`config.mk`:
```
export PLATFORM = sky130hd
export DESIGN_NAME = fir_two_parallel
export DESIGN_NICKNAME = d
export VERILOG_FILES = /design/src/rtl/fir2p_pkg.sv /design/src/rtl/fir2p_subfir.sv /design/src/rtl/fir2p_recombine.sv /design/src/rtl/fir_two_parallel.sv
export SDC_FILE = /design/constraint.sdc
export NUM_CORES = 1
export LEC_CHECK = 0
export ABC_AREA = 1
export CAP_MARGIN = 20
export CORE_MARGIN = 10
export CORE_UTILIZATION = 49
export CTS_CLUSTER_DIAMETER = 60
export DETAILED_ROUTE_END_ITERATION = 8
export DONT_BUFFER_PORTS = 1
export PLACE_DENSITY = 0.72
export REMOVE_ABC_BUFFERS = 1
export SYNTH_ARGS = -nofsm -noshare
export SYNTH_HDL_FRONTEND = slang
export SYNTH_SLANG_ARGS = --single-unit
```
`constraint.sdc`:
```
create_clock -name clk -period 4.6 [get_ports clk]
set_clock_uncertainty 0.1 [all_clocks]
set_input_delay 0 -clock clk [delete_from_list [all_inputs] [get_ports clk]]
set_output_delay 0 -clock clk [all_outputs]
set_load 0.02 [all_outputs]
```
`src/rtl/fir2p_pkg.sv`:
```
package fir2p_pkg;

  // number of taps in each of the three sub-filters
  function automatic int half_up(input int n);
    return (n + 1) / 2;
  endfunction

  // selector for which coefficient set a sub-filter uses
  localparam int SEL_EVEN = 0;
  localparam int SEL_ODD  = 1;
  localparam int SEL_SUM  = 2;

endpackage

```
`src/rtl/fir2p_subfir.sv`:
```
module fir2p_subfir
  import fir2p_pkg::*;
#(
  parameter int IW    = 13,
  parameter int CW    = 10,
  parameter int NTAPS = 9,
  parameter int SW    = 31,
  parameter int SEL   = 0,
  parameter logic [NTAPS*CW-1:0] COEFS = {NTAPS{CW'(1)}}
) (
  input  logic                 clk,
  input  logic                 rst,
  input  logic                 shift_en,
  input  logic signed [IW-1:0] x_in,
  output logic signed [SW-1:0] y_out
);
  localparam int T  = half_up(NTAPS);
  localparam int PW = 2 * T * CW;
  localparam int KW = CW + 1;
  localparam logic [PW-1:0] PAD = PW'(COEFS);

  logic signed [KW-1:0] kc   [T];
  logic signed [IW-1:0] hreg [T-1];
  logic signed [SW-1:0] acc;

  // per-tap coefficient for this sub-filter, one bit wider for the pair sum
  for (genvar j = 0; j < T; j++) begin : g_coef
    localparam logic signed [CW-1:0] HE = PAD[2*j*CW +: CW];
    localparam logic signed [CW-1:0] HO = PAD[(2*j+1)*CW +: CW];
    localparam logic signed [KW-1:0] HK =
      (SEL == SEL_EVEN) ? KW'(HE) :
      (SEL == SEL_ODD)  ? KW'(HO) : KW'(HE) + KW'(HO);
    assign kc[j] = HK;
  end

  // history advances only on qualified pairs
  always_ff @(posedge clk) begin
    if (rst) begin
      for (int k = 0; k < T-1; k++) hreg[k] <= '0;
    end else if (shift_en) begin
      hreg[0] <= x_in;
      for (int k = 1; k < T-1; k++) hreg[k] <= hreg[k-1];
    end
  end

  always_comb begin
    acc = SW'(kc[0]) * SW'(x_in);
    for (int j = 1; j < T; j++) acc = acc + SW'(kc[j]) * SW'(hreg[j-1]);
  end

  always_ff @(posedge clk) begin
    if (rst) y_out <= '0;
    else     y_out <= acc;
  end

  initial begin
    assert_taps_R6: assert (T >= 2)
      else $error("sub-filter needs at least two taps");
  end

endmodule

```
`src/rtl/fir2p_recombine.sv`:
```
module fir2p_recombine #(
  parameter int SW = 31,
  parameter int YW = 26
) (
  input  logic                 clk,
  input  logic                 rst,
  input  logic                 v_in,
  input  logic signed [SW-1:0] p_even,
  input  logic signed [SW-1:0] p_odd,
  input  logic signed [SW-1:0] p_sum,
  output logic                 v_out,
  output logic signed [YW-1:0] y_even,
  output logic signed [YW-1:0] y_odd
);
  localparam int WW = SW + 2;

  logic signed [SW-1:0] d_odd;
  logic signed [WW-1:0] w_even;
  logic signed [WW-1:0] w_odd;

  assign w_even = WW'(p_even) + WW'(d_odd);
  assign w_odd  = WW'(p_sum) - WW'(p_even) - WW'(p_odd);

  always_ff @(posedge clk) begin
    if (rst) begin
      v_out  <= 1'b0;
      d_odd  <= '0;
      y_even <= '0;
      y_odd  <= '0;
    end else begin
      v_out <= v_in;
      if (v_in) begin
        d_odd  <= p_odd;
        y_even <= w_even[YW-1:0];
        y_odd  <= w_odd[YW-1:0];
      end
    end
  end

  // wide results must fit the output width exactly
  assert_no_overflow_R7: assert property (@(posedge clk) disable iff (rst)
    v_in |-> ((&w_even[WW-1:YW-1]) || !(|w_even[WW-1:YW-1])) &&
             ((&w_odd[WW-1:YW-1])  || !(|w_odd[WW-1:YW-1])));

  assert_hold_R5: assert property (@(posedge clk) disable iff (rst)
    !v_in |=> $stable(y_even) && $stable(y_odd));

endmodule

```
`src/rtl/fir_two_parallel.sv`:
```
module fir_two_parallel
  import fir2p_pkg::*;
#(
  parameter int DW    = 12,
  parameter int CW    = 10,
  parameter int NTAPS = 9,
  parameter logic [NTAPS*CW-1:0] COEFS = {NTAPS{CW'(1)}},
  localparam int YW = DW + CW + $clog2(NTAPS)
) (
  input  logic                 clk,
  input  logic                 rst,
  input  logic                 in_valid,
  input  logic signed [DW-1:0] x_even,
  input  logic signed [DW-1:0] x_odd,
  output logic                 out_valid,
  output logic signed [YW-1:0] y_even,
  output logic signed [YW-1:0] y_odd
);
  localparam int T  = half_up(NTAPS);
  localparam int IW = DW + 1;
  localparam int SW = DW + CW + 3 + $clog2(T);

  logic signed [IW-1:0] lane_in  [3];
  logic signed [SW-1:0] lane_out [3];
  logic                 v1;
  logic [1:0]           since_rst;

  assign lane_in[SEL_EVEN] = IW'(x_even);
  assign lane_in[SEL_ODD]  = IW'(x_odd);
  assign lane_in[SEL_SUM]  = IW'(x_even) + IW'(x_odd);

  for (genvar g = 0; g < 3; g++) begin : g_sub
    fir2p_subfir #(
      .IW(IW), .CW(CW), .NTAPS(NTAPS), .SW(SW), .SEL(g), .COEFS(COEFS)
    ) u_sub (
      .clk      (clk),
      .rst      (rst),
      .shift_en (in_valid),
      .x_in     (lane_in[g]),
      .y_out    (lane_out[g])
    );
  end

  always_ff @(posedge clk) begin
    if (rst) v1 <= 1'b0;
    else     v1 <= in_valid;
  end

  fir2p_recombine #(.SW(SW), .YW(YW)) u_post (
    .clk    (clk),
    .rst    (rst),
    .v_in   (v1),
    .p_even (lane_out[SEL_EVEN]),
    .p_odd  (lane_out[SEL_ODD]),
    .p_sum  (lane_out[SEL_SUM]),
    .v_out  (out_valid),
    .y_even (y_even),
    .y_odd  (y_odd)
  );

  // cycles since reset release, saturating; qualifies the latency check
  always_ff @(posedge clk) begin
    if (rst)                 since_rst <= '0;
    else if (since_rst != 3) since_rst <= since_rst + 2'd1;
  end

  assert_latency_R2: assert property (@(posedge clk) disable iff (rst)
    (since_rst >= 2) |-> (out_valid == $past(in_valid, 2)));

  assert_reset_state_R1: assert property (@(posedge clk) disable iff (rst)
    $fell(rst) |-> (!out_valid && y_even == '0 && y_odd == '0));

endmodule

```
==> reports/qor.yml, run 1 <==
sta:
  finalMaxSlewViolations: 0
  fmax_mhz: 222
  finalHoldViolations: 1
  min_period_over_period: 0.978
  fin_tns_setup_ns: 0
  timing.slew.headroom: 0.401
  finalSetupViolCount: 0
  holdWs_ns: -0.00533
  fin_ws_ns: 0.0998
  period_needed_ns: 4.50
  worst-slew-pin-transition_ns: 0.898
grt:
  top_usage_layer: "met2"
  antenna_found_initial: 0
  use_met2: 0.347
  grt_overflow: 0
  grt_max_degree: 137
  grt_pass1_wl_um: 79300
  grt_util_met1: 0.259
  gr-usage-met3: 0.0351
  grt_pass1_vias: 15330
  groute.usage.overall: 0.205
logic_synthesis:
  synth_area_um2: 19200
  synth.avg_cell_area_um2: 7.80
  yosysWarningCount: 0
  synth_seq_cells: 274
  async_flop_share: 0
  synth_flop_cell: "dfxtp_1"
  synth_cell_types: 43
  syn_inst: 2466
  synth-seq-area-share: 0.356
  synth-edff-count: 136
power:
  combPwrFrac: 0.629
  p_leak_uw: 0.0109
  sw_frac_of_total: 0.487
  p_sw_uw: 8010
  power_density_nw_per_um2: 749
  clock_power_share: 0.160
  p_seq_frac: 0.211
  total_power_uw: 16400
  ir_drop_mv: 0.358
  p_int_uw: 8420
outcome:
  failed_checks: "hold timing"
  run_status: "finished with violations"
worst_setup_path:
  startpoint_type: "input port"
  cp.required_ns: 4.93
  cp_data_arrival_time_ns: 4.83
  rr_startpoint: "g_sub[2].u_sub.hreg[0][1]"
  reg2reg_slack_ns: 0.31
  endpoint_kind: "register"
  critPathMaxFanout: 5
  worst_r2r_path_depth: 20
  critPathCapture: "g_sub[2].u_sub.y_out[21]"
  r2r-end: "g_sub[2].u_sub.y_out[21]"
  crit_type: "input port to register"
  startpoint: "x_even[4]"
clock_tree:
  htree_levels: 2
  numCtsBuffers: 35
  root_buffer: "clkbuf_16"
  cts_tree: "built"
  path_clk_slew_ns: 0.06
  cts_sinks: 274
  clkLatencyLatePin_ns: 0.55
  cts_buffer_depth: 3
run:
  drv_cap: 0
place:
  gp_congestion: 0.940
  port_buffers: 0
  dpl_cell_area_um2: 20100
  pre_cts_ws_ns: -0.293
  dp_hpwl_um: 37600
cells_and_area:
  final_nets: 2828
  drive_above_1_share: 0.0802
  final_area_um2: 21900
  area_growth_syn_to_layout_pct: 14.1
  antenna_cells: 0
drt:
  wl_per_cell_um: 15.8
  ant_nets: 0
  firstDrtPassIters: 5
  finalWirelength_um: 49000
  vias: 15524
  via_per_inst: 5.01
  drt-initial-drc-count: 1128
  drc: 0
floorplanning:
  die_x_um: 218
  ios: 80
  dieArea_um2: 47600
  rows: 72
  start_util: 0.497
  core_area_um2: 38700
  die_h_um: 218
hold_path:
  hold_path_class: "input port to register"
  hold_path_depth: 3
## power by group through the flow
stage	Sequential (uW)	Clock [uW]	Combinational [uW]
global route	3500	2770	11800
floorplan	3360	0	7090
CTS	3460	2700	9920
global placement	3510	0	9610
detailed placement	3510	0	9780
finish	3460	2630	10300
## worst max-delay path: stages
cell           delay (ns)
ha_1                 0.32
dlygate4sd3_1        0.59
buf_4                0.15
nand2_2              0.09
nor2_1               0.07
a21oi_2              0.16
xor2_1               0.28
fa_1                 0.47
inv_1                0.07
ha_1                 0.25
a21oi_1              0.16
o21ai_0              0.13
a21oi_2              0.18
o21ai_1              0.09
xor2_1               0.17
fa_1                 0.53
inv_1                0.06
ha_4                 0.28
nand2_1              0.10
buf_4                0.16
nor2_1               0.08
nand2_1              0.07
a21oi_1              0.15
buf_4                0.15
a21oi_1              0.06
## per-stage QoR
stage / util / std cells
after floorplan: - / 2423
after global placement: 0.519 / 2993
after detailed placement: 0.519 / 2993
after CTS: 0.559 / 3095
after global routing: 0.567 / 3098
final: 0.567 / 3098
## registers in the layout, indices dropped and copies added, names as in the netlist
signal / count
u_post.y_odd: 26
g_sub.u_sub.y_out: 68
g_sub.u_sub.hreg: 136
u_post.v_out: 1
u_post.y_even: 26
v1: 1
u_post.d_odd: 16
## cells by family (layout without fill, tap and decap cells)
family,after synthesis,after routing,synth area share
adders and majority gates,244,244,0.202
DFF,274,274,0.356
AOI/OAI and AO/OA,339,339,0.0941
and+or+nand+nor,971,971,0.207
buffers and inverters,579,693,0.114
xor gates and xnor gates,59,59,0.0269
## cells in the mapped netlist (2+ instances only)
library cell	count	area [um^2]
nand3_2	4	40.0
nor2_4	3	33.8
nand2_2	13	81.3
buf_1	6	22.5
a21oi_2	2	17.5
nor2_1	355	1330
inv_1	533	2000
o21ai_0	104	521
a21oi_1	181	906
nand3b_1	3	22.5
edfxtp_1	136	4080
a31oi_1	2	12.5
o21a_1	8	60.1
xnor2_1	18	158
buf_2	9	45.0
xor2_1	41	359
a21o_1	10	75.1
o21bai_1	9	67.6
clkbuf_1	27	101
nand4_1	23	144
nor2_2	13	81.3
fa_1	111	2220
dfxtp_1	138	2760
nand2_1	438	1640
o21ai_1	14	70.1
nor3_1	7	35.0
nand3_1	108	541
inv_2	3	11.3
ha_1	133	1660
## worst min path at each step
stage / startpoint / endpoint / slack [ns]
after CTS: rst / g_sub[0].u_sub.hreg[3][0] / 0.004
after global placement: rst / g_sub[0].u_sub.y_out[2] / -0.02
final: rst / g_sub[0].u_sub.hreg[3][0] / -0.005
after global routing: rst / g_sub[0].u_sub.hreg[2][0] / 0.04
after floorplan: rst / g_sub[0].u_sub.y_out[2] / -0.03
after detailed placement: rst / g_sub[0].u_sub.y_out[2] / -0.01
## layout make-up
class	instances	area [um^2]
clock buffers	42	912
clock inverters	18	179
fillers	3608	16800
inverters	536	2020
multi-input cells	1613	10500
flip-flops and latches	274	6850
well taps	518	648
repair buffers	97	868
## routing by layer
metal | vias up | routed length (um)
met5 | - | 0
met1 | 7227 | 21800
met2 | 325 | 23100
met3 | 97 | 2400
met4 | 0 | 1760
li1 | 7875 | -
## cell usage in the layout (no fill, tap or decap), types with 22 or more instances in the layout
master / synthesis / layout
a21oi_1: 181 / 161
a21oi_2: 2 / 22
buf_4: 1 / 53
clkbuf_16: 0 / 35
dfxtp_1: 138 / 137
dlygate4sd3_1: 0 / 41
edfxtp_1: 136 / 136
fa_1: 111 / 111
ha_1: 133 / 124
inv_1: 533 / 530
nand2_1: 438 / 433
nand3_1: 108 / 106
nand4_1: 23 / 23
nor2_1: 355 / 351
o21ai_0: 104 / 96
xor2_1: 41 / 38
## repair_timing
item,in CTS,in global routing
gates resized for setup,0,64
endpoints found under the hold margin,107,1
endpoints found under the setup margin,0,23
hold buffers,42,1
setup buffers,0,2
Note: power is estimated with default switching activity, not from simulation.
==> inputs of run 2 (changes only) <==
==> constraint.sdc (replaced) <==
create_clock -name clk -period 4.6 [get_ports clk]
set_clock_uncertainty 0.1 [all_clocks]
set_input_delay 0.69 -clock clk [delete_from_list [all_inputs] [get_ports clk]]
set_output_delay 0.69 -clock clk [all_outputs]
set_load 0.02 [all_outputs]
==> run 2 against run 1 <==
The run ends with setup timing left. Maximum frequency fell by 3.4%. Sequential power barely moved. Final area rose by 3.3%. Combinational power rose by 11%. Count of clock-buffer cells in the layout fell by 5. Largest cell class unchanged. Hold slack improved by 0.13 ns. Global-route usage rose by 0.42 points. Register-to-register slack improved by 0.02 ns.
==> reports/qor.yml, run 2 (same netlist as run 1, synthesis figures left out) <==
worst_setup_path:
  rr_startpoint: "g_sub[0].u_sub.hreg[1][3]"  # was g_sub[2].u_sub.hreg[0][1]
  slowest_stage: "fa_1"  # was dlygate4sd3_1
  path_common_cell: "nand2_1"
  critPathMaxFanout: 4  # was 5
  endpoint_kind: "register"  # unchanged
  cp.required_ns: 4.97  # was 4.93 ns
  critPathBufInv: 6  # unchanged
  cpLargestDelayFamily: "adder cells"  # unchanged
  crit_type: "input port to register"  # unchanged
  cp_data_arrival_time_ns: 5.03  # was 4.83 ns
  max_stage_delay_ns: 0.53  # was 0.59 ns
  startpoint: "x_odd[0]"  # was x_even[4]
  startpoint_type: "input port"  # unchanged
place:
  gp_congestion: 0.925  # was 0.940
  dp_hpwl_um: 38100  # was 37600 um
  dp.cells: 3028  # was 2993
  port_buffers: 0  # unchanged
cells_and_area:
  largest_register_ffs: 136  # unchanged
  instances_no_fill: 3117  # was 3098
  antenna_cells: 0  # unchanged
  reg.largest.list: "g_sub.u_sub.hreg (136), g_sub.u_sub.y_out (68)"  # unchanged
  fin_util: 0.585  # was 0.567
  final_nets: 2847  # was 2828
  final_common_cell: "inv_1"  # unchanged
  drive_above_1_share: 0.146  # was 0.0802
  area_growth_syn_to_layout_pct: 17.8  # was 14.1%
  regMostFlops: "g_sub.u_sub.hreg"  # unchanged
  layout_common_cells: "518 x inv_1, 416 x nand2_1, 341 x nor2_1"  # was 530 x inv_1, 433 x nand2_1, 351 x nor2_1
grt:
  antenna_found_initial: 0  # unchanged
  grt_max_degree: 95  # was 137
  grt_pass1_wl_um: 80100  # was 79300 um
  groute.usage.overall: 0.210  # was 0.205
  grt_overflow: 0  # unchanged
  grt_pass1_vias: 15464  # was 15330
floorplanning:
  core_area_um2: 38700  # unchanged
  dieArea_um2: 47600  # unchanged
  die_h_um: 218  # unchanged
  die_x_um: 218  # unchanged
  ios: 80  # unchanged
  rows: 72  # unchanged
  start_util: 0.497  # unchanged
hold_path:
  hold_path_class: "input port to register"  # unchanged
  min-delay-start: "rst"  # unchanged
drt:
  finalWirelength_um: 51700  # was 49000 um
  drt-initial-drc-count: 965  # was 1128
  via_per_inst: 5.06  # was 5.01
  ant_nets: 0  # unchanged
  firstDrtPassIters: 5  # unchanged
  vias: 15785  # was 15524
  wl_per_cell_um: 16.6  # was 15.8 um
  drc: 0  # unchanged
clock_tree:
  path_clk_slew_ns: 0.06  # about the same
  root_buffer: "clkbuf_16"  # unchanged
  numCtsBuffers: 35  # unchanged
  cts_tree: "built"  # unchanged
  clkLatencyLatePin_ns: 0.55  # about the same
  cts_buffer_depth: 3  # unchanged
  cts_sinks: 274  # unchanged
  htree_levels: 2  # unchanged
  hold_buffers: 0  # was 42
sta:
  finalMaxSlewViolations: 0  # unchanged
  period_needed_ns: 4.66  # was 4.50 ns
  finalHoldViolations: 0  # was 1
  timing.slew.headroom: 0.404  # was 0.401
  rsz0062_at_grt: "true"
  finalSetupViolCount: 2  # was 0
  fin_ws_ns: -0.0588  # was 0.0998 ns
  worst-slew-pin-transition_ns: 0.894  # was 0.898 ns
  fmax_mhz: 215  # was 222 MHz
  min_period_over_period: 1.01  # was 0.978
run:
  drv_cap: 0  # unchanged
power:
  ir_drop_mv: 0.370  # was 0.358 mV
  p_leak_uw: 0.0111  # was 0.0109 uW
  power_density_nw_per_um2: 772  # was 749 nW/um^2
outcome:
  run_status: "finished with violations"  # unchanged
  failed_checks: "setup timing"  # was hold timing
## run 2: where the power goes
part           switching [uW]  internal [uW]  leakage [uW]  total (uW)
Combinational            7030           4410       0.00792       11400
Sequential                438           3020       0.00264        3460
Clock                    1110           1480      0.000531        2590
Total                    8580           8920        0.0111       17500
## run 2: area by class of cell
cell class	instances	area, um^2
Fill cell	3433	16100
Multi-Input combinational cell	1613	11200
Sequential cell	274	6850
Inverter	536	2020
Timing Repair Buffer	116	902
Clock buffer	37	893
Tap cell	518	648
Clock inverter	23	179
## run 2: metrics by stage
stage                     TNS (ns)  setup slack (ns)  area (um^2)  total power [uW]  hold WS [ns]
after CTS                        0           0.00108        21900             16700        0.0952
final                      -0.0880           -0.0588        22700             17500         0.120
after detailed placement    -17.08             -1.07        20400             13500         0.341
after floorplan             -77.02            -0.554        19100             10500         0.325
after global placement      -14.44            -0.840        20400             13400         0.339
after global routing         -1.83            -0.183        22700             19100        0.0980
## run 2: worst register-to-register path, stage by stage (launching register included)
cell	delay (ns)
edfxtp_1	0.43
fa_1	0.48
ha_1	0.38
a21oi_1	0.15
nand2_1	0.09
a21boi_1	0.18
o21ai_1	0.10
nand2_1	0.07
nand2_1	0.05
xor2_1	0.17
fa_1	0.49
inv_1	0.04
ha_1	0.34
a21oi_1	0.18
o21ai_0	0.14
a21oi_1	0.21
nand3_1	0.15
o21a_1	0.31
nor2_1	0.12
## run 2: timing repair
action	CTS	global route
resized for setup	73	137
setup endpoints to repair	18	18
gates cloned	0	0
pin swaps	21	63
buffers inserted	17	12
## run 2: path summary, 6_finish.rpt
path,endpoint,slack [ns],cells past startpoint
max reg2reg,g_sub[0].u_sub.y_out[19],0.33,18
min reg2reg,g_sub[2].u_sub.y_out[0],0.36,2
min,g_sub[0].u_sub.y_out[2],0.12,1
max,g_sub[2].u_sub.y_out[14],-0.06,27
## run 2: routing by layer
layer  vias to the layer above  routed length, um  share of wire  GRT usage
met3                       118               2880          0.056     0.0372
met1                      7372              21800           0.42      0.259
met4                         0               2330          0.045     0.0984
met5                         -                  0              0          0
li1                       7908                  -              -          -
met2                       387              24700           0.48      0.350
==> inputs of run 3 (changes only) <==
--- a/config.mk
+++ b/config.mk
@@ -12,8 +12,9 @@
 export CTS_CLUSTER_DIAMETER = 60
 export DETAILED_ROUTE_END_ITERATION = 8
 export DONT_BUFFER_PORTS = 1
-export PLACE_DENSITY = 0.72
+export PLACE_DENSITY = 0.7
 export REMOVE_ABC_BUFFERS = 1
+export SETUP_SLACK_MARGIN = 0.02
 export SYNTH_ARGS = -nofsm -noshare
 export SYNTH_HDL_FRONTEND = slang
 export SYNTH_SLANG_ARGS = --single-unit
==> constraint.sdc (replaced) <==
create_clock -name clk -period 4.45 [get_ports clk]
set_clock_uncertainty 0.1 [all_clocks]
set_input_delay 0.6675 -clock clk [delete_from_list [all_inputs] [get_ports clk]]
set_output_delay 0.6675 -clock clk [all_outputs]
set_load 0.02 [all_outputs]
==> run 3 against run 2 <==
The flow still finishes with violations (setup timing). Largest power group unchanged. Hold slack worse by 0.019 ns. Clock power up 11%. First-iteration DRC count is 3.3% lower. Sequential share of layout area decreased by 0.31 points. Combinational power rose by 5%.
==> reports/qor.yml, run 3 (same netlist as run 1, synthesis figures left out) <==
clock_tree:
  cts_tree: "built"  # unchanged
  htree_levels: 2  # unchanged
  cts_buffer_depth: 3  # unchanged
  cts_sinks: 274  # unchanged
  clkLatencyLatePin_ns: 0.55  # about the same
  root_buffer: "clkbuf_16"  # unchanged
  numCtsBuffers: 35  # unchanged
  hold_buffers: 0  # unchanged
  path_clk_slew_ns: 0.06  # about the same
worst_setup_path:
  cp_data_arrival_time_ns: 5.16  # was 5.03 ns
  slowest_stage: "fa_1"  # unchanged
  cpLargestDelayFamily: "adder cells"  # unchanged
  critPathMaxFanout: 5  # was 4
  max_stage_delay_ns: 0.52  # was 0.53 ns
  startpoint_type: "input port"  # unchanged
  cp.required_ns: 4.83  # was 4.97 ns
  path_common_cell: "ha_4"  # was nand2_1
  endpoint_kind: "register"  # unchanged
  worstPathCellList: "ha_4 -> buf_4 -> a21oi_2 -> nor3_1 -> nor3_1 -> nand3_2 -> xor2_2 -> fa_1 -> inv_2 -> ha_4 -> inv_1 -> o31ai_2 -> a21oi_1 -> nand2_1 -> xor2_2 -> fa_1 -> inv_2 -> ha_4 -> nand2_1 -> o21ai_1 -> a21oi_2 -> nand3_4 -> a21oi_1"
  critPathBufInv: 4  # was 6
  crit_type: "input port to register"  # unchanged
cells_and_area:
  largest_register_ffs: 136  # unchanged
  drive_above_1_share: 0.156  # was 0.146
  layout_common_cells: "509 x inv_1, 416 x nand2_1, 341 x nor2_1"  # was 518 x inv_1, 416 x nand2_1, 341 x nor2_1
  fin_util: 0.591  # was 0.585
  final_common_cell: "inv_1"  # unchanged
  antenna_cells: 0  # unchanged
  area_growth_syn_to_layout_pct: 19.1  # was 17.8%
  reg.largest.list: "g_sub.u_sub.hreg (136), g_sub.u_sub.y_out (68)"  # unchanged
  final_nets: 2847  # unchanged
  regMostFlops: "g_sub.u_sub.hreg"  # unchanged
sta:
  fmax_mhz: 209
  rsz0062_at_grt: "true"  # unchanged
  fin_ws_ns: -0.328  # was -0.0588 ns
  fin_tns_setup_ns: -3.14  # was -0.0880 ns
  finalSetupViolCount: 12  # was 2
  min_period_over_period: 1.07
  finalHoldViolations: 0  # unchanged
  worst-slew-pin-transition_ns: 0.892  # was 0.894 ns
  period_needed_ns: 4.78
  finalMaxSlewViolations: 0  # unchanged
  timing.slew.headroom: 0.405  # was 0.404
place:
  port_buffers: 0  # unchanged
  gp_congestion: 0.969  # was 0.925
  dp_hpwl_um: 38300  # was 38100 um
drt:
  wl_per_cell_um: 16.4  # was 16.6 um
  ant_nets: 0  # unchanged
  vias: 15602  # was 15785
  drt-initial-drc-count: 933  # was 965
  firstDrtPassIters: 5  # unchanged
  finalWirelength_um: 51000  # was 51700 um
  drc: 0  # unchanged
  via_per_inst: 5.01  # was 5.06
floorplanning:
  ios: 80  # unchanged
  core_area_um2: 38700  # unchanged
  start_util: 0.497  # unchanged
  die_h_um: 218  # unchanged
  rows: 72  # unchanged
  dieArea_um2: 47600  # unchanged
  die_x_um: 218  # unchanged
run:
  drv_cap: 0  # unchanged
grt:
  grt_pass1_vias: 15417  # was 15464
  groute.usage.overall: 0.210  # about the same
  grt_pass1_wl_um: 80300  # was 80100 um
  grt_overflow: 0  # unchanged
  grt_max_degree: 100  # was 95
  antenna_found_initial: 0  # unchanged
power:
  power_density_nw_per_um2: 807  # was 772 nW/um^2
  p_leak_uw: 0.0112  # was 0.0111 uW
  ir_drop_mv: 0.371  # was 0.370 mV
outcome:
  failed_checks: "setup timing"  # unchanged
  run_status: "finished with violations"  # unchanged
hold_path:
  hold_path_class: "input port to register"  # unchanged
run 3: changes by cell type in the layout (fill, tap and decap cells not counted), moves of 4 or more:
| cell | change |
|---|---|
| clkbuf_1 | +4 |
| inv_1 | -9 |
| a21oi_1 | -7 |
| o21ai_0 | -4 |
| a21oi_2 | +7 |
| inv_2 | +9 |
run 3: per-layer routing:
metal | track usage | wire length, um | up-vias
li1 | - | - | 7912
met5 | 0 | 0 | -
met3 | 0.0344 | 2320 | 92
met1 | 0.264 | 22300 | 7280
met4 | 0.0870 | 1850 | 0
met2 | 0.351 | 24600 | 318
run 3: path summary, 6_finish.rpt:
| check | endpoint | depth (start not counted) | startpoint | slack (ns) |
|---|---|---|---|---|
| min | g_sub[1].u_sub.y_out[0] | 1 | rst | 0.10 |
| max reg2reg | g_sub[0].u_sub.y_out[22] | 19 | g_sub[0].u_sub.hreg[1][5] | 0.32 |
| max | g_sub[2].u_sub.y_out[24] | 23 | x_even[8] | -0.33 |
| min reg2reg | g_sub[2].u_sub.y_out[0] | 2 | g_sub[2].u_sub.hreg[3][0] | 0.35 |
run 3: worst reg2reg max path: cells and delay by family (launching register included):
family                   cells  cell delay (ns)
adder cells (fa/ha/maj)      4             1.65
flip-flops                   1             0.42
AND/OR/NAND/NOR              7             0.68
buffers and inverters        2             0.18
XOR/XNOR                     1             0.18
AO/OA/AOI/OAI                5             0.77
run 3: final cells by class:
| class | instances | area, um^2 |
|---|---|---|
| well taps | 518 | 648 |
| repair buffers | 116 | 906 |
| multi-input cells | 1613 | 11300 |
| clock inverters | 17 | 194 |
| clock buffers | 43 | 970 |
| fillers | 3462 | 15800 |
| flip-flops and latches | 274 | 6850 |
| inverters | 536 | 2020 |
run 3: report_power, final:
part | total, uW | internal (uW) | leakage, uW | switching (uW)
logic | 12000 | 4680 | 0.00794 | 7360
registers | 3560 | 3120 | 0.00264 | 437
clock network | 2870 | 1740 | 0.000567 | 1130
total | 18500 | 9540 | 0.0112 | 8930
run 3: stage by stage:
stage	hold slack [ns]	total power, uW	cells	area, um^2	setup slack [ns]
2_1_floorplan	0.325	10800	2423	19100	-0.681
6_report	0.101	18500	3117	22900	-0.328
4_1_cts	0.0740	17500	3112	22200	0.0177
5_1_grt	0.0854	20100	3117	22900	-0.533
3_3_place_gp	0.334	13900	3040	20500	-1.07
3_5_place_dp	0.345	14000	3040	20500	-1.18
run 3: repair_timing:
action / 4_1_cts / 5_1_grt
pin swaps: 37 / 71
setup endpoints to repair: 19 / 27
resized for setup: 103 / 147
buffers inserted: 12 / 5
